==> config.mk <==
export PLATFORM = sky130hd
export DESIGN_NAME = sliding_parity_gen
export DESIGN_NICKNAME = d
export VERILOG_FILES = /design/src/rtl/sliding_parity_pkg.sv /design/src/rtl/sliding_parity_sipo.sv /design/src/rtl/sliding_parity_reduce.sv /design/src/rtl/sliding_parity_fill.sv /design/src/rtl/sliding_parity_gen.sv
export SDC_FILE = /design/constraint.sdc
export NUM_CORES = 1
export LEC_CHECK = 0
export BUFFER_PORTS_ARGS = -buffer_cell sky130_fd_sc_hd__buf_2
export CAP_MARGIN = 40
export CORE_MARGIN = 3
export CORE_UTILIZATION = 40
export DETAILED_ROUTE_END_ITERATION = 8
export HOLD_SLACK_MARGIN = 0.08
export PLACE_DENSITY = 0.62
export SYNTH_ARGS = -nofsm -noshare
export SYNTH_HDL_FRONTEND = slang
export SYNTH_HIERARCHICAL = 1
export SYNTH_SLANG_ARGS = --single-unit
==> constraint.sdc <==
create_clock -name clk_i -period 1.4 [get_ports clk_i]
set_input_delay 0.21 -clock clk_i [delete_from_list [all_inputs] [get_ports clk_i]]
set_output_delay 0.21 -clock clk_i [all_outputs]
set_load 0.05 [all_outputs]
==> src/rtl/sliding_parity_pkg.sv <==
package sliding_parity_pkg;

    // Fill controller states
    typedef enum logic [0:0] {
        ST_FILL = 1'b0,
        ST_FULL = 1'b1
    } fill_state_t;

    // Parity of a vector with optional inversion for odd parity
    function automatic logic fold_parity(input logic [63:0] vec, input int unsigned len,
                                         input logic invert);
        logic acc;
        acc = invert;
        for (int unsigned i = 0; i < 64; i++) begin
            if (i < len) acc = acc ^ vec[i];
        end
        return acc;
    endfunction

endpackage

==> src/rtl/sliding_parity_sipo.sv <==
module sliding_parity_sipo #(
    parameter int WIN_LEN = 8
) (
    input  logic               clk_i,
    input  logic               rst_i,
    input  logic               shift_en_i,
    input  logic               bit_i,
    output logic [WIN_LEN-1:0] next_o,
    output logic [WIN_LEN-1:0] stage_o
);

    logic [WIN_LEN-1:0] stage_q;

    // Next-value network: stage 0 takes the serial bit, stage k takes stage k-1
    assign next_o[0] = bit_i;
    for (genvar k = 1; k < WIN_LEN; k++) begin : g_link
        assign next_o[k] = stage_q[k-1];
    end

    for (genvar k = 0; k < WIN_LEN; k++) begin : g_stage
        always_ff @(posedge clk_i) begin
            if (rst_i) begin
                stage_q[k] <= 1'b0;
            end else if (shift_en_i) begin
                stage_q[k] <= next_o[k];
            end
        end
    end

    assign stage_o = stage_q;

endmodule

==> src/rtl/sliding_parity_reduce.sv <==
module sliding_parity_reduce #(
    parameter int WIN_LEN    = 8,
    parameter int ODD_PARITY = 0
) (
    input  logic               clk_i,
    input  logic               rst_i,
    input  logic               load_i,
    input  logic [WIN_LEN-1:0] vec_i,
    output logic               parity_o
);

    localparam logic INV_BIT = (ODD_PARITY != 0);

    logic [WIN_LEN-1:0] chain;
    logic               parity_q;

    // Running XOR chain across the window
    assign chain[0] = vec_i[0];
    for (genvar k = 1; k < WIN_LEN; k++) begin : g_xor
        assign chain[k] = chain[k-1] ^ vec_i[k];
    end

    always_ff @(posedge clk_i) begin
        if (rst_i) begin
            parity_q <= INV_BIT;
        end else if (load_i) begin
            parity_q <= chain[WIN_LEN-1] ^ INV_BIT;
        end
    end

    assign parity_o = parity_q;

endmodule

==> src/rtl/sliding_parity_fill.sv <==
module sliding_parity_fill
    import sliding_parity_pkg::*;
#(
    parameter int WIN_LEN = 8
) (
    input  logic clk_i,
    input  logic rst_i,
    input  logic take_i,
    output logic full_o
);

    localparam int CNT_W = $clog2(WIN_LEN + 1);
    localparam logic [CNT_W-1:0] LAST_CNT = CNT_W'(WIN_LEN - 1);

    fill_state_t      state_q, state_d;
    logic [CNT_W-1:0] cnt_q, cnt_d;

    // State and counter register
    always_ff @(posedge clk_i) begin
        if (rst_i) begin
            state_q <= ST_FILL;
            cnt_q   <= '0;
        end else begin
            state_q <= state_d;
            cnt_q   <= cnt_d;
        end
    end

    // Transitions
    always_comb begin
        state_d = state_q;
        cnt_d   = cnt_q;
        unique case (state_q)
            ST_FILL: begin
                if (take_i) begin
                    if (cnt_q == LAST_CNT) begin
                        state_d = ST_FULL;
                        cnt_d   = '0;
                    end else begin
                        cnt_d = cnt_q + 1'b1;
                    end
                end
            end
            ST_FULL: begin
                state_d = ST_FULL;
            end
            default: begin
                state_d = ST_FILL;
                cnt_d   = '0;
            end
        endcase
    end

    // Outputs
    always_comb begin
        unique case (state_q)
            ST_FULL: full_o = 1'b1;
            default: full_o = 1'b0;
        endcase
    end

endmodule

==> src/rtl/sliding_parity_gen.sv <==
module sliding_parity_gen #(
    parameter int WIN_LEN    = 8,
    parameter int ODD_PARITY = 0
) (
    input  logic               clk_i,
    input  logic               rst_i,
    input  logic               bit_i,
    input  logic               valid_i,
    output logic               parity_o,
    output logic [WIN_LEN-1:0] window_o,
    output logic               full_o
);

    logic [WIN_LEN-1:0] win_next;

    sliding_parity_sipo #(.WIN_LEN(WIN_LEN)) u_sipo (
        .clk_i      (clk_i),
        .rst_i      (rst_i),
        .shift_en_i (valid_i),
        .bit_i      (bit_i),
        .next_o     (win_next),
        .stage_o    (window_o)
    );

    // Parity is loaded from the next window so it aligns with window_o
    sliding_parity_reduce #(.WIN_LEN(WIN_LEN), .ODD_PARITY(ODD_PARITY)) u_reduce (
        .clk_i    (clk_i),
        .rst_i    (rst_i),
        .load_i   (valid_i),
        .vec_i    (win_next),
        .parity_o (parity_o)
    );

    sliding_parity_fill #(.WIN_LEN(WIN_LEN)) u_fill (
        .clk_i  (clk_i),
        .rst_i  (rst_i),
        .take_i (valid_i),
        .full_o (full_o)
    );

endmodule

==> results by group, run 1 <==
Synth
  • Net Count, Synth: 71
  • Syn Inst Count: 66
  • Cell Area, Synth: 662 µm²
  • Top cell type's share of synthesized area: 42.3%
  • Netlist cell types: 19
  • Synthesized area per cell: 10.0 µm²
  • Seq/Total Area, Yosys: 42.3%
  • Yosys top cell by area: dfxtp_1
  • Register bit total from synthesis: 14
  • Yosys warnings: 6
  • Synth area leaders: dfxtp_1 (42%), mux2i_1 (14%), xnor2_1 (9.3%)

Final layout
  • # nets final: 80
  • Finished Layout Cells: 90
  • Diodes inserted: 0
  • Area growth, synth to finish: 8.13%
  • Share of cells above drive strength 1: 27.0%
  • Fillers: 149
  • Post-layout util: 47.0%

Route
  • DR iter-0 viols: 3
  • WL final: 988 µm
  • Vias per cell: 4.79
  • DR vias: 431
  • Final ANT Viol Nets: 0
  • # DRC: 0
  • Per-cell routed wire length: 11.0 µm
  • Initial DRT Pass Iterations: 4

GRT
  • First-pass GRT wire length: 1610 µm
  • GRT overflow: 0
  • Initial antenna violation count: 0
  • GRT Util Overall: 10.7%
  • Largest net degree at the start of global routing: 15
  • Vias in the first global route: 379

STA
  • Period utilisation layout: 90.6%
  • Slew Viols, Final: 0
  • Max_slew headroom: 82.1%
  • Final Hold Viols: 0
  • # setup viols final: 0
  • Clk_skew: 0.00901 ns
  • TNS Setup: 0 ns
  • FMAX: 0.789 GHz
  • Min Tclk post-route: 1.27 ns
  • Slew at the pin with the worst max-slew slack: 0.269 ns
  • RSZ-0062 raised after global routing: false
  • Final WS setup: 0.132 ns

Placed design
  • Inst Count DP: 86
  • Number of port buffers: 13
  • Setup WS pre-CTS: 0.161 ns
  • GPL Wtd Cong: 0.771

Critical path
  • Critical path startpoint category: flip-flop
  • Maximum fanout along the worst path: 4
  • CP endpoint kind: flip-flop
  • Worst EP required: 1.62 ns
  • Crit path kind: flip-flop to flip-flop
  • Critical Path AT: 1.49 ns

Clock tree
  • Clock Sink Count: 14
  • Worst-case clock buffer depth: 2
  • Post-cts resize count: 0
  • Clock latency on the worst-skew pair: 0.28 ns
  • CTS Hold Bufs: 0
  • TritonCTS Buffers: 3
  • Htree depth: 1
  • CTS tree: built
  • Clock-pin transition on the worst setup and hold timing paths: 0.09 ns
  • Root Driver: clkbuf_4
  • Post-CTS Setup Bufs: 0

Die
  • Die width: 46.7 µm
  • Initial cell density of the core: 43.4%
  • Row cnt: 14
  • # IOs: 14
  • Total die area: 2180 µm²
  • Die H: 46.7 µm
  • Core Region: 1520 µm²

Pwr
  • Design Power: 0.796 mW
  • Leakage power total: 0.326 nW
  • Peak VDD IR: 0.421 mV
  • PD cells: 1110 nW/µm²

Run status
  • Status: finished clean

Job
  • Max-cap viol count: 0

Hold path
  • Hold WC Path Type: primary input to flip-flop
per-stage QoR:
step	cell area [µm²]	hold slack, ns
after CTS	716	0.192
after global placement	679	0.471
after global routing	716	0.207
after floorplan	662	0.275
final	716	0.200
after detailed placement	679	0.479
cell families after synthesis:
| logic type | Yosys count | share of synthesized area, % |
|---|---|---|
| simple gates | 18 | 13.6 |
| xor+xnor | 8 | 10.6 |
| fa+ha+maj | 1 | 1.89 |
| compound gates | 6 | 6.61 |
| mux | 9 | 13.6 |
| buf+inv | 10 | 11.3 |
| flops | 14 | 42.3 |
synthesized netlist by cell type:
cell type  number
buf_6           1
and3b_1         1
buf_1           1
a2111o_1        1
nand2b_4        1
nand2_1         1
nand3b_1        1
dfxtp_1        14
xnor2_1         7
a211oi_2        1
or3_1           1
o21ai_0         1
a21oi_1         3
nor2_1         12
buf_4           8
ha_1            1
nand3_1         1
xor2_1          1
mux2i_1         9
registers in the layout, summed over array words and instances (netlist names):
name / count
u_sipo/stage_o: 1
u_sipo/next_o: 7
u_fill/state_q: 1
u_reduce/parity_o: 1
u_fill/cnt_q: 4
power by group:
part / total, mW / switching [mW] / internal (mW)
combinational: 0.0894 / 0.0552 / 0.0342
clock: 0.289 / 0.131 / 0.158
sequential: 0.417 / 0.00857 / 0.409
worst max-delay path, cell delays in order, from the launching register on:
cell	delay [ns]
dfxtp_1	0.34
ha_1	0.22
and3b_1	0.18
or3_1	0.34
a21oi_1	0.12
layer usage:
metal  track usage (%)  vias to the layer above  wire, µm
li1                  -                      228         -
met1              15.7                      187       552
met2              12.9                       14       376
met3              3.52                        2        50
met4              6.63                        0         8
met5                 0                        -         0
area by class of cell:
type	count	area, µm²	area share [%]
tap	16	20.0	2.80
sequential	14	280	39.2
multi-input combinational	42	307	42.8
clock buffer	4	36.3	5.07
timing repair buffer	14	72.6	10.1
layout by cell type, fill, tap and decap left out, types with 3 or more instances in the layout:
cell type and count:
nor2_1 12, mux2i_1 9, xnor2_1 7, buf_2 13, a21oi_1 3, dfxtp_1 14
clkbuf_4 3
worst paths after layout:
check                        from  slack (ns)  depth (start not counted)          endpoint
hold / removal              bit_i        0.20                          3  u_sipo/next_o[1]
setup reg to reg  u_fill/cnt_q[0]        0.13                          4   u_fill/cnt_q[0]
hold reg to reg   u_fill/cnt_q[3]        0.50                          2   u_fill/cnt_q[3]
setup / recovery  u_fill/cnt_q[0]        0.13                          4   u_fill/cnt_q[0]
(Power assumes the default switching activity.)
==> inputs of run 2 (changes only) <==
- SETUP_SLACK_MARGIN: unset -> 0.5
==> results by group, run 2 (same netlist as run 1, synthesis figures left out) <==
STA
  • TNS Setup: 0 ns (unchanged)
  • RSZ-0062 raised after global routing: true
  • FMAX: 0.835 GHz (+5.9%)
  • Clk_skew: 0.00272 ns (-0.00629 ns)
  • Slew at the pin with the worst max-slew slack: 0.283 ns (+0.0143 ns)
  • Final Hold Viols: 0 (unchanged)
  • Max_slew headroom: 81.1% (-0.95 points)
  • # setup viols final: 0 (unchanged)
  • Slew Viols, Final: 0 (unchanged)
  • WHS: 0.230 ns (+0.0295 ns)
  • Period utilisation layout: 85.6% (-5.0 points)
  • Min Tclk post-route: 1.20 ns (-0.0701 ns)

Clock tree
  • Htree depth: 1 (unchanged)
  • Root Driver: clkbuf_4
  • CTS Hold Bufs: 0 (unchanged)
  • Clock latency on the worst-skew pair: 0.28 ns (about the same)
  • Worst-case clock buffer depth: 2 (unchanged)
  • TritonCTS Buffers: 3 (unchanged)
  • Clock-pin transition on the worst setup and hold timing paths: 0.08 ns (about the same)
  • Clock Sink Count: 14 (unchanged)
  • CTS tree: built

Critical path
  • CP endpoint kind: flip-flop
  • Worst path bufs/invs: 0 (unchanged)
  • Maximum fanout along the worst path: 3 (-1)
  • Reg2reg end: u_fill/cnt_q[0]
  • R2R Setup Slk: 0.20 ns (+0.07 ns)
  • CP top delay family: simple AND/OR/NAND/NOR gates
  • R2R depth: 4 (unchanged)
  • Worst reg2reg startpoint: u_fill/cnt_q[0]
  • Worst EP required: 1.61 ns (about the same)
  • Slowest-stage cell, CP: dfxtp_2
  • Crit path cell chain: ha_4, and3b_1, or3_1, a21oi_2
  • Critical path startpoint category: flip-flop
  • Critical Path AT: 1.41 ns (-0.08 ns)
  • Crit path kind: flip-flop to flip-flop
  • Crit path from: u_fill/cnt_q[0]
  • Critical path's largest stage delay: 0.35 ns (about the same)

Route
  • WL final: 1310 µm (+33%)
  • Final ANT Viol Nets: 0 (unchanged)
  • DR iter-0 viols: 3 (unchanged)
  • DR vias: 497 (+15%)
  • # DRC: 0 (unchanged)
  • Per-cell routed wire length: 13.4 µm (+22%)
  • Vias per cell: 5.07 (+5.9%)
  • Initial DRT Pass Iterations: 4 (unchanged)

Final layout
  • Area growth, synth to finish: 44.4%
  • # nets final: 88 (+10%)
  • Commonest non-fill, non-tap cells in the layout: nor2_1 (12), mux2i_1 (9), buf_4 (8), buf_8 (7)
  • Post-Layout Inst Area: 956 µm² (+34%)
  • Commonest non-fill, non-tap cell in the layout: nor2_1
  • Diodes inserted: 0 (unchanged)
  • Share of cells above drive strength 1: 58.5% (+32 points)
  • Max reg flops: 7 (unchanged)

Pwr
  • Leakage power total: 0.405 nW (+24%)
  • PD cells: 863 nW/µm² (-22%)
  • Peak VDD IR: 0.468 mV (+11%)

Placed design
  • Hpwl dp: 757 µm
  • Number of port buffers: 13 (unchanged)
  • GPL Wtd Cong: 0.688 (-11%)
  • Placed Area: 727 µm² (+7.0%)

Die
  • # IOs: 14 (unchanged)
  • Core Region: 1520 µm² (unchanged)
  • Row cnt: 14 (unchanged)
  • Initial cell density of the core: 43.4% (unchanged)
  • Total die area: 2180 µm² (unchanged)
  • Die width: 46.7 µm (unchanged)
  • Die H: 46.7 µm (unchanged)

Hold path
  • Hold WC Path Type: primary input to flip-flop
  • Worst Hold Launch: bit_i
  • Hold Path Sink: u_sipo/next_o[1]
  • Hold Path Depth: 3 (unchanged)

GRT
  • Initial antenna violation count: 0 (unchanged)
  • First-pass GRT wire length: 2040 µm (+27%)
  • Vias in the first global route: 489 (+29%)
  • Largest net degree at the start of global routing: 15 (unchanged)
  • GRT overflow: 0 (unchanged)
  • GRT Util Overall: 13.3% (+2.7 points)

Run status
  • Status: finished clean

Job
  • Max-cap viol count: 0 (unchanged)
[run 2: repair_timing]
item | in CTS | in global routing
buffers inserted | 8 | 0
pin swaps | 3 | 3
resized for setup | 36 | 3
setup endpoints to repair | 16 | 16
cloned | 0 | 0
[run 2: per-stage QoR]
step                setup slack, ns  utilization (%)  instances  total power, mW
floorplan                     0.274                -         66            0.509
global placement              0.244             47.7         86            0.522
detailed placement            0.219             47.7         86            0.524
CTS                           0.246             61.7         98            0.829
global route                  0.180             62.7         98            0.867
finish                        0.202             62.7         98            0.825
[run 2: worst max-delay path by stage]
stage / to / slack, ns / depth (start not counted)
finish: u_fill/cnt_q[0] / 0.20 / 4
floorplan: u_fill/cnt_q[0] / 0.27 / 4
detailed placement: u_fill/cnt_q[0] / 0.22 / 4
CTS: u_fill/cnt_q[0] / 0.25 / 4
global placement: u_fill/cnt_q[0] / 0.24 / 4
global route: u_fill/cnt_q[0] / 0.18 / 4
[run 2: routing by layer]
metal	vias to the layer above	global-route usage, %	share of wire (%)
met3	2	5.86	5.1
met1	235	16.5	45
met5	-	0	0
met2	13	20.6	49
met4	0	4.42	0.38
li1	247	-	-
[run 2: cell type report]
cell class	instances	area [µm²]
fillers	127	568
multi-input cells	42	364
flip-flops and latches	14	310
repair buffers	22	225
clock buffers	4	36.3
well taps	16	20.0
[run 2: power breakdown]
group | internal (mW) | total [mW] | switching (mW)
Combinational | 0.0582 | 0.124 | 0.0654
Sequential | 0.400 | 0.413 | 0.0131
Clock | 0.158 | 0.288 | 0.130
Total | 0.616 | 0.825 | 0.208
[run 2: worst register-to-register path: cells and delay by family (launching register included)]
family	cells	cell delay (ns)
adder cells (fa/ha/maj)	1	0.16
AO/OA/AOI/OAI	1	0.14
flip-flops	1	0.35
AND/OR/NAND/NOR	2	0.49
==> inputs of run 3 (changes only) <==
- MAX_ROUTING_LAYER: unset -> met4
==> results by group, run 3 (same netlist as run 1, synthesis figures left out) <==
Route
  • Vias per cell: 5.04 (-0.60%)
  • DR iter-0 viols: 4 (+1)
  • # DRC: 0 (unchanged)
  • Final ANT Viol Nets: 0 (unchanged)
  • WL final: 1310 µm (+0.31%)
  • Initial DRT Pass Iterations: 3 (-1)
  • DR vias: 494 (-0.60%)
  • Per-cell routed wire length: 13.4 µm (+0.31%)

Pwr
  • Sw Ratio: 25.3% (about the same)
  • Design Power: 0.824 mW (about the same)
  • PD cells: 862 nW/µm² (about the same)
  • Comb pwr share: 15.0% (about the same)
  • Clock power frac: 34.9% (about the same)
  • Int Pwr: 0.616 mW (about the same)
  • Sequential share of power: 50.1% (about the same)
  • Leakage power total: 0.405 nW (unchanged)
  • Switching power: 0.208 mW (-0.12%)
  • Peak VDD IR: 0.468 mV (about the same)

Critical path
  • Crit path kind: flip-flop to flip-flop
  • Critical path startpoint category: flip-flop
  • CP endpoint kind: flip-flop
  • R2R Setup Slk: 0.20 ns (about the same)
  • Maximum fanout along the worst path: 3 (unchanged)
  • Worst reg2reg startpoint: u_fill/cnt_q[0]
  • Worst EP required: 1.61 ns (about the same)
  • Critical Path AT: 1.41 ns (about the same)
  • Reg2reg end: u_fill/cnt_q[0]
  • R2R depth: 4 (unchanged)

GRT
  • GRT Util Overall: 13.7% (+0.38 points)
  • Vias in the first global route: 492 (+0.61%)
  • First-pass GRT wire length: 2040 µm (unchanged)
  • Initial antenna violation count: 0 (unchanged)
  • Largest net degree at the start of global routing: 15 (unchanged)
  • GRT overflow: 0 (unchanged)

STA
  • Max_slew headroom: 81.1% (about the same)
  • RSZ-0062 raised after global routing: true
  • TNS Setup: 0 ns (unchanged)
  • FMAX: 0.835 GHz (about the same)
  • Slew Viols, Final: 0 (unchanged)
  • # setup viols final: 0 (unchanged)
  • Slew at the pin with the worst max-slew slack: 0.283 ns (+0.000197 ns)
  • Clk_skew: 0.00297 ns (+0.000247 ns)
  • Min Tclk post-route: 1.20 ns (+0.0000190 ns)
  • Final Hold Viols: 0 (unchanged)
  • Period utilisation layout: 85.6% (about the same)

Clock tree
  • TritonCTS Buffers: 3 (unchanged)
  • CTS Hold Bufs: 0 (unchanged)
  • Root Driver: clkbuf_4
  • Clock Sink Count: 14 (unchanged)
  • Clock latency on the worst-skew pair: 0.28 ns (about the same)
  • CTS tree: built
  • Clock-pin transition on the worst setup and hold timing paths: 0.09 ns (about the same)
  • Htree depth: 1 (unchanged)
  • Worst-case clock buffer depth: 2 (unchanged)

Final layout
  • # nets final: 88 (unchanged)
  • Commonest non-fill, non-tap cell in the layout: nor2_1
  • Area growth, synth to finish: 44.4% (unchanged)
  • Max reg flops: 7 (unchanged)
  • Diodes inserted: 0 (unchanged)
  • Fillers: 127 (unchanged)
  • Multi-input logic area: 364 µm² (unchanged)
  • Finished Layout Cells: 98 (unchanged)
  • Commonest non-fill, non-tap cells in the layout: nor2_1 (12), mux2i_1 (9), buf_4 (8), buf_8 (7)
  • Sequential cell area: 310 µm² (unchanged)
  • Share of cells above drive strength 1: 58.5% (unchanged)

Die
  • Row cnt: 14 (unchanged)
  • # IOs: 14 (unchanged)
  • Die H: 46.7 µm (unchanged)
  • Die width: 46.7 µm (unchanged)
  • Core Region: 1520 µm² (unchanged)
  • Initial cell density of the core: 43.4% (unchanged)
  • Total die area: 2180 µm² (unchanged)

Hold path
  • Worst Hold Launch: bit_i
  • Hold WC Path Type: primary input to flip-flop
  • Hold Path Sink: u_sipo/next_o[1]
  • Hold Path Depth: 3 (unchanged)

Placed design
  • Inst Count DP: 86 (unchanged)
  • GPL Wtd Cong: 0.695 (+1.0%)
  • Hpwl dp: 757 µm (unchanged)
  • Number of port buffers: 13 (unchanged)

Job
  • Max-cap viol count: 0 (unchanged)

Run status
  • Status: finished clean
==> run 3: cell counts in the layout (fill, tap and decap cells not counted) <==
Identical to the previous run, type by type.
==> run 3: layer usage <==
layer	wire length [µm]	vias up	global-route usage (%)
met3	67	2	5.86
met4	5	0	4.42
met2	646	13	20.6
met1	594	232	16.5
li1	-	247	-
met5	0	-	-
==> run 3: cell type report <==
| class | instances | area share (%) |
|---|---|---|
| multi-input cells | 42 | 38.1 |
| flip-flops and latches | 14 | 32.5 |
| repair buffers | 22 | 23.6 |
| clock buffers | 4 | 3.80 |
| well taps | 16 | 2.09 |
==> run 3: what timing repair did <==
action,4_1_cts,5_1_grt
setup endpoints to repair,16,16
buffers inserted,8,0
gates cloned,0,0
pin swaps,3,3
gates resized for setup,36,3
==> run 3: per-stage QoR <==
step	cell area, µm²	util, %	worst slack [ns]	hold slack, ns
after floorplan	713	-	0.274	0.267
after global placement	727	47.7	0.244	0.472
after detailed placement	727	47.7	0.219	0.472
after CTS	941	61.7	0.246	0.226
after global routing	956	62.7	0.180	0.235
final	956	62.7	0.202	0.228
==> run 3: worst max-delay path by stage <==
stage                    start               to  slack, ns  cells after the start
3_5_place_dp   u_fill/cnt_q[0]  u_fill/cnt_q[0]       0.22                      4
5_1_grt        u_fill/cnt_q[1]  u_fill/cnt_q[0]       0.18                      4
4_1_cts        u_fill/cnt_q[1]  u_fill/cnt_q[0]       0.25                      4
3_3_place_gp   u_fill/cnt_q[0]  u_fill/cnt_q[0]       0.24                      4
6_report       u_fill/cnt_q[0]  u_fill/cnt_q[0]       0.20                      4
2_1_floorplan  u_fill/cnt_q[1]  u_fill/cnt_q[0]       0.27                      4
==> run 3: critical path: stages (launching register included) <==
cell and delay, ns:
dfxtp_2 0.35, ha_4 0.15, and3b_1 0.16, or3_1 0.33
a21oi_2 0.14
==> run 3: power by group through the flow <==
stage	clock network, mW	registers, mW	logic (mW)
final	0.288	0.413	0.123
after global placement	0	0.428	0.0944
after floorplan	0	0.436	0.0729
after CTS	0.299	0.413	0.117
after detailed placement	0	0.429	0.0959
after global routing	0.320	0.415	0.132
